## config.mk

```make
export PLATFORM = sky130hd
export DESIGN_NAME = dpll_core
export DESIGN_NICKNAME = d
export VERILOG_FILES = /design/src/rtl/dpll_core.sv
export SDC_FILE = /design/constraint.sdc
export NUM_CORES = 1
export LEC_CHECK = 0
export ABC_AREA = 1
export CAP_MARGIN = 10
export CORE_MARGIN = 10
export CORE_UTILIZATION = 56
export CTS_BUF_LIST = sky130_fd_sc_hd__clkbuf_2 sky130_fd_sc_hd__clkbuf_4 sky130_fd_sc_hd__clkbuf_8
export DETAILED_ROUTE_END_ITERATION = 6
export GPL_ROUTABILITY_DRIVEN = 0
export GPL_TIMING_DRIVEN = 0
export PLACE_DENSITY = 0.8
export SYNTH_ARGS = -nofsm -noshare
export SYNTH_HDL_FRONTEND = slang
export SYNTH_SLANG_ARGS = --single-unit
```

## constraint.sdc

```tcl
create_clock -name clk -period 6 [get_ports clk]
set_input_delay 1.2 -clock clk [delete_from_list [all_inputs] [get_ports clk]]
set_output_delay 1.2 -clock clk [all_outputs]
set_load 0.01 [all_outputs]
```

## src/rtl/dpll_core.sv

```systemverilog
module dpll_core #(
  parameter int ACC_W    = 16,
  parameter int FRAC     = 4,
  parameter int KP_SH    = 8,
  parameter int DIV_W    = 8,
  parameter int LOCK_W   = 8,
  parameter int LOCK_TOL = 3
) (
  input  logic              clk,
  input  logic              rst_n,
  input  logic              sig_in,
  input  logic              pd_sel,
  input  logic              inhibit,
  input  logic [ACC_W-1:0]  inc_min,
  input  logic [ACC_W-1:0]  inc_max,
  input  logic [DIV_W-1:0]  div_n,
  input  logic [LOCK_W-1:0] lock_need,
  output logic              osc_out,
  output logic              fb_out,
  output logic [ACC_W-1:0]  demod,
  output logic              phase_ok,
  output logic              locked
);
  localparam int IW = ACC_W + FRAC;
  localparam int SW = IW + 2;

  logic              sig_m, sig_s, sig_d;
  logic [ACC_W-1:0]  acc;
  logic              osc_d, fb_d;
  logic [DIV_W-1:0]  div_cnt;
  logic              up, dn;
  logic [IW-1:0]     integ;
  logic [LOCK_W-1:0] miss, run;

  wire sig_rise = sig_s & ~sig_d;
  wire fb_rise  = fb_out & ~fb_d;
  wire osc_edge = osc_out ^ osc_d;
  wire up_set   = up | sig_rise;
  wire dn_set   = dn | fb_rise;

  assign osc_out  = acc[ACC_W-1];
  assign demod    = integ[IW-1:FRAC];
  assign phase_ok = ~(up | dn);

  wire [ACC_W-1:0] centre   = inc_min + ((inc_max - inc_min) >> 1);
  wire [DIV_W-1:0] div_last = (div_n == '0) ? '0 : div_n - DIV_W'(1);
  wire [LOCK_W:0]  run_inc  = {1'b0, run} + (LOCK_W+1)'(1);

  logic signed [1:0] err;
  always_comb begin
    if (!pd_sel)  err = (sig_s ^ fb_out) ? 2'sd1 : -2'sd1;
    else if (up)  err = 2'sd1;
    else if (dn)  err = -2'sd1;
    else          err = 2'sd0;
  end

  logic signed [SW-1:0] i_sum, i_lo, i_hi, p_sum, p_kick, p_lo, p_hi;
  logic [IW-1:0]        integ_nx;
  logic [ACC_W-1:0]     inc;
  always_comb begin
    i_lo  = SW'(inc_min) <<< FRAC;
    i_hi  = SW'(inc_max) <<< FRAC;
    i_sum = $signed({2'b00, integ}) + SW'(err);
    if (i_sum < i_lo)      integ_nx = i_lo[IW-1:0];
    else if (i_sum > i_hi) integ_nx = i_hi[IW-1:0];
    else                   integ_nx = i_sum[IW-1:0];

    p_kick = '0;
    if (pd_sel) p_kick = SW'(err) <<< KP_SH;
    p_lo  = $signed(SW'(inc_min));
    p_hi  = $signed(SW'(inc_max));
    p_sum = $signed(SW'(demod)) + p_kick;
    if (p_sum < p_lo)      inc = inc_min;
    else if (p_sum > p_hi) inc = inc_max;
    else                   inc = p_sum[ACC_W-1:0];
  end

  always_ff @(posedge clk) begin
    if (!rst_n) begin
      sig_m   <= 1'b0;
      sig_s   <= 1'b0;
      sig_d   <= 1'b0;
      acc     <= '0;
      osc_d   <= 1'b0;
      fb_out  <= 1'b0;
      fb_d    <= 1'b0;
      div_cnt <= '0;
      up      <= 1'b0;
      dn      <= 1'b0;
      integ   <= IW'(centre) << FRAC;
      miss    <= '0;
      run     <= '0;
      locked  <= 1'b0;
    end else begin
      sig_m <= sig_in;
      sig_s <= sig_m;
      sig_d <= sig_s;
      fb_d  <= fb_out;

      if (up_set & dn_set) begin
        up <= 1'b0;
        dn <= 1'b0;
      end else begin
        up <= up_set;
        dn <= dn_set;
      end

      if (!inhibit) begin
        acc   <= acc + inc;
        osc_d <= osc_out;
        integ <= integ_nx;
        if (osc_edge) begin
          if (div_cnt >= div_last) begin
            div_cnt <= '0;
            fb_out  <= ~fb_out;
          end else begin
            div_cnt <= div_cnt + DIV_W'(1);
          end
        end
      end

      if (sig_rise)                   miss <= '0;
      else if (!phase_ok && miss != '1) miss <= miss + LOCK_W'(1);

      if (miss > LOCK_W'(LOCK_TOL)) begin
        run    <= '0;
        locked <= 1'b0;
      end else if (sig_rise) begin
        if (run != '1) run <= run + LOCK_W'(1);
        if (run_inc >= {1'b0, lock_need}) locked <= 1'b1;
      end
    end
  end
endmodule

```

# Word level (Yosys, flattened, before mapping)
# Cells that the tools add are included.
# op_classes
add_sub_neg	10
mul	0
div_mod_pow	0
magnitude_cmp	7
n_eq_ne	3
shifts	0
mux	13
bitwise_logic	14
reduce_logical	9
# op_table
cell	count
20-bit 2-to-1 mux	4
16-bit 2-to-1 mux	2
8-bit by 1-bit adder with 8-bit output (second input constant)	3
17-bit by 22-bit adder with 22-bit output	1
21-bit by 2-bit adder with 22-bit output	1
22-bit by 17-bit greater-than comparator with 1-bit output	1
22-bit by 21-bit greater-than comparator with 1-bit output	1
22-bit by 17-bit less-than comparator with 1-bit output	1
22-bit by 21-bit less-than comparator with 1-bit output	1
22-bit 2-to-1 mux	1
16-bit by 15-bit adder with 16-bit output	1
16-bit adder	1
8-bit 2-to-1 mux	2
8-bit != test (second input constant)	2
16-bit subtractor	1
8-bit by 1-bit adder with 9-bit output (second input constant)	1
9-bit by 8-bit >= comparator with 1-bit output	1
8-bit >= comparator	1
8-bit by 2-bit greater-than comparator with 1-bit output (second input constant)	1
8-bit zero test	1
2-bit 2-to-1 mux	4
8-bit by 1-bit subtractor with 8-bit output (second input constant)	1
1-bit NOT	6
2-bit AND reduction	3
7 further kinds	14
# totals
ff_bits	69
latch_bits	0
ramBits	0
romBits	0
out_inout_bits	20
mem_count	0

# Longest topological paths before layout
# logic_depth
ltp_word	9
mapped_depth	44
depth_no_buf	42

# Worst setup path after synthesis
# No wires, ideal clock.
# synth_path
kind	input -> register
startpoint	in pd_sel
endpoint	reg acc[12]
arrival_ns	5.741
setup_slack_ns	0.185
path_stages	38
n_path_buf	3
path_cell_list	buf_4 -> nand3_2 -> buf_4 -> nand2_1 -> nand2_1 -> inv_1 -> ha_1 -> inv_1 -> nand2_1 -> inv_1 -> nor2_1 -> inv_1 -> o211ai_1 -> xor2_1 -> ha_1 -> nand2_1 -> nor4_1 -> o21ai_0 -> (+2 left out) -> nor2_2 -> buf_2 -> o21ai_1 -> a21oi_1 -> a21oi_1 -> ha_1 -> fa_1 -> a21oi_1 -> o21ai_0 -> nand2_1 -> nand2_1 -> a21oi_1 -> o21ai_0 -> a31oi_1 -> o21ai_0 -> nand2_1 -> nand2_1 -> o21ai_0
# synth_between
elab_chain_cells	7
# synth_lines
element	line_no	rtl
start: declaration	12	input logic pd_sel,
2-bit 2-to-1 mux	51	if (!pd_sel) err = (sig_s ^ fb_out) ? 2'sd1 : -2'sd1;
22-bit 2-to-1 mux *	69	if (pd_sel) p_kick = SW'(err) <<< KP_SH;
17-bit by 22-bit adder with 22-bit output *	72	p_sum = $signed(SW'(demod)) + p_kick;
22-bit by 17-bit greater-than comparator with 1-bit output	74	else if (p_sum > p_hi) inc = inc_max;
16-bit 2-to-1 mux	74	
16-bit 2-to-1 mux *	73	if (p_sum < p_lo) inc = inc_min;
16-bit adder *	109	acc <= acc + inc;
end signal: assignment	109	
end: declaration	28	logic [ACC_W-1:0] acc;
# Every way passes the cells marked *; elsewhere a longest branch is shown, timed or not.
# A chain may end at the register's enable or synchronous reset.

# Worst setup path after layout
# layout_path
startpoint	in pd_sel
endpoint	reg acc[10]
# Same word-level chain as after synthesis.

==> flow_metrics.py <==
metrics = {
    "sta": {
        "tightest_slew_ns": 1.04,
        "setup-violations-final": 0,
        "timing.final.crit_share": 0.960,
        "slew_headroom": 0.301,
        "max_freq_mhz": 174,
        "period_minus_slack_ns": 5.76,
        "setup_slack_ns": 0.238,
        "finalHoldViolCount": 0,
        "drv_slew": 0,
        "skew_ns": 0.0158,
    },
    "clocking": {
        "clk_latency_ns": 0.38,
        "root_buffer": "clkbuf_8",
        "numCtsBuffers": 9,
        "cts_tree": "built",
        "htree_levels": 3,
        "cts.sinks": 69,
        "ctsHoldBuffers": 0,
        "cts_buffer_depth": 2,
        "path_clk_slew_ns": 0.07,
    },
    "yosys": {
        "synth_area_sq_um": 9210,
        "synth-seq-area-share": 0.167,
        "ys_seq_elements": 69,
        "synth_top_area_share": 0.204,
        "syn_inst": 1403,
        "yosys.cell_types.count": 52,
        "avgSynthCellArea_sq_um": 6.56,
        "synthFlopType": "dfxtp_1",
        "synth_fp_nets": 1610,
        "synth.area.top_cells": "ha_1, nand2_1, dfxtp_1",
        "synth_edf_count": 16,
        "synth_largest_area_cell": "ha_1",
        "ys_async_sr_fraction": 0,
        "yosys_warnings": 0,
    },
    "min_path": {
        "hold_path_class": "register to register",
    },
    "critical_path": {
        "critPathKind": "input pin to register",
        "endpoint_kind": "register",
        "worstSetupStartpointType": "input pin",
        "worstPathRequired_ns": 6.26,
        "crit_fanout": 8,
        "cp_slowest_cell": "fa_2",
        "slowest_delay_ns": 0.40,
        "cp.arrival_ns": 6.02,
    },
    "global_routing": {
        "grt.busiest_layer": "met2",
        "grt_pass1_vias": 8972,
        "grt_util_met2": 0.396,
        "overflow": 0,
        "grt_max_degree": 23,
        "grt_pass1_wl_um": 43500,
        "gr-usage-met3": 0.0431,
        "antenna_found_initial": 0,
        "met1_usage": 0.298,
        "grt_use_total": 0.239,
    },
    "placement": {
        "hpwl_um": 22200,
        "place_ws_ns": -1.05,
        "port_buffers": 71,
        "dpl_cell_area_sq_um": 10200,
    },
    "pwr": {
        "p_leak_nw": 5.50,
        "ir_drop_uv": 148,
        "power_density_nw_per_um2": 380,
        "total_power_mw": 4.10,
    },
    "cells_and_area": {
        "final_nets": 1711,
        "fin_area_sq_um": 10800,
        "layout-drive-gt1-share": 0.0908,
        "n_fill_cell": 1444,
        "n_antenna_cell": 0,
        "seqCellArea_sq_um": 1540,
        "multi_input_area_sq_um": 6880,
        "most-common-layout-cells": "nand2_1, inv_1, ha_1",
        "final_common_cell": "nand2_1",
        "synthToLayoutAreaGrowth_pct": 17.2,
    },
    "floorplanning": {
        "rows": 46,
        "coreArea_sq_um": 16000,
        "dieArea_sq_um": 22000,
        "start_util": 0.575,
        "fp.dieH_um": 148,
        "io_pins": 73,
        "die_x_um": 148,
    },
    "status": {
        "outcome": "finished, final reports clean",
    },
    "drt": {
        "vias": 9819,
        "first_pass_iters": 6,
        "via_per_inst": 5.69,
        "wl_per_cell_um": 16.0,
        "ant_nets": 0,
        "drt-initial-drc-count": 898,
        "routed_wl_um": 27600,
        "remaining_drc_errors": 0,
    },
    "flow_run": {
        "drv_cap": 0,
    },
}
==> critical path: cells and delay by family <==
family                   cells  cell delay, ns
AO/OA/AOI/OAI               12            1.65
adder cells (fa/ha/maj)      5            1.28
AND/OR/NAND/NOR              9            1.03
buffers and inverters        7            0.55
XOR/XNOR                     2            0.28
==> path summary, 6_finish.rpt <==
path | slack (ns) | cells after the start | start | to
setup / recovery | 0.24 | 35 | pd_sel | acc[10]
hold / removal | 0.42 | 2 | sig_m | sig_s
setup reg to reg | 0.47 | 35 | dn | acc[10]
hold reg to reg | 0.42 | 2 | sig_m | sig_s
==> metal layers <==
metal | wire length, um | vias up
met5 | 0 | -
met4 | 1050 | 0
met3 | 2230 | 69
met2 | 12700 | 436
met1 | 11600 | 4403
li1 | - | 4911
==> power breakdown <==
group / internal (mW) / switching, mW / total (mW) / leakage, nW
Sequential: 0.585 / 0.115 / 0.700 / 0.601
Combinational: 1.18 / 1.81 / 2.99 / 4.79
Clock: 0.224 / 0.187 / 0.411 / 0.110
Total: 1.99 / 2.11 / 4.10 / 5.50
==> cells in the mapped netlist (11+ instances only) <==
| master | instances |
|---|---|
| nand2_1 | 326 |
| inv_1 | 195 |
| ha_1 | 150 |
| a21oi_1 | 145 |
| nand3_1 | 103 |
| nor2_1 | 94 |
| o21ai_0 | 80 |
| dfxtp_1 | 53 |
| xor2_1 | 52 |
| nand4_1 | 24 |
| buf_4 | 21 |
| edfxtp_1 | 16 |
| nor3_1 | 13 |
| or2_2 | 11 |
==> flip-flops by register name, indices dropped and copies added, names as in the netlist <==
register  flops
acc          16
div_cnt       8
dn            1
fb_d          1
fb_out        1
integ        20
locked        1
miss          8
osc_d         1
run           8
sig_d         1
sig_m         1
sig_s         1
up            1
==> through the flow <==
stage | setup TNS [ns] | utilization | hold WS (ns) | cells
5_1_grt | -0.0489 | 0.674 | 0.434 | 1725
3_3_place_gp | -13.60 | 0.637 | 0.397 | 1690
2_1_floorplan | 0 | - | 0.390 | 1403
3_5_place_dp | -14.85 | 0.637 | 0.407 | 1690
4_1_cts | 0 | 0.655 | 0.424 | 1710
6_report | 0 | 0.674 | 0.421 | 1725
==> timing repair <==
action / CTS / global route
setup buffers: 4 / 15
resized for setup: 18 / 61
cloned: 0 / 0
pin swaps: 7 / 22
setup endpoints to repair: 21 / 28
==> logic make-up after synthesis <==
group | share of synthesized area
and+or+nand+nor | 0.279
buffers and inverters | 0.108
xor gates and xnor gates | 0.0591
AOI/OAI and AO/OA | 0.174
DFF | 0.167
adders and majority gates | 0.213
==> area by class of cell <==
class	count	share of cell area
multi-input cells	1096	0.638
flip-flops and latches	69	0.143
repair buffers	90	0.0789
inverters	201	0.0700
plain buffers	37	0.0259
well taps	216	0.0251
clock buffers	13	0.0154
clock inverters	3	0.00406
(Power assumes the default switching activity.)
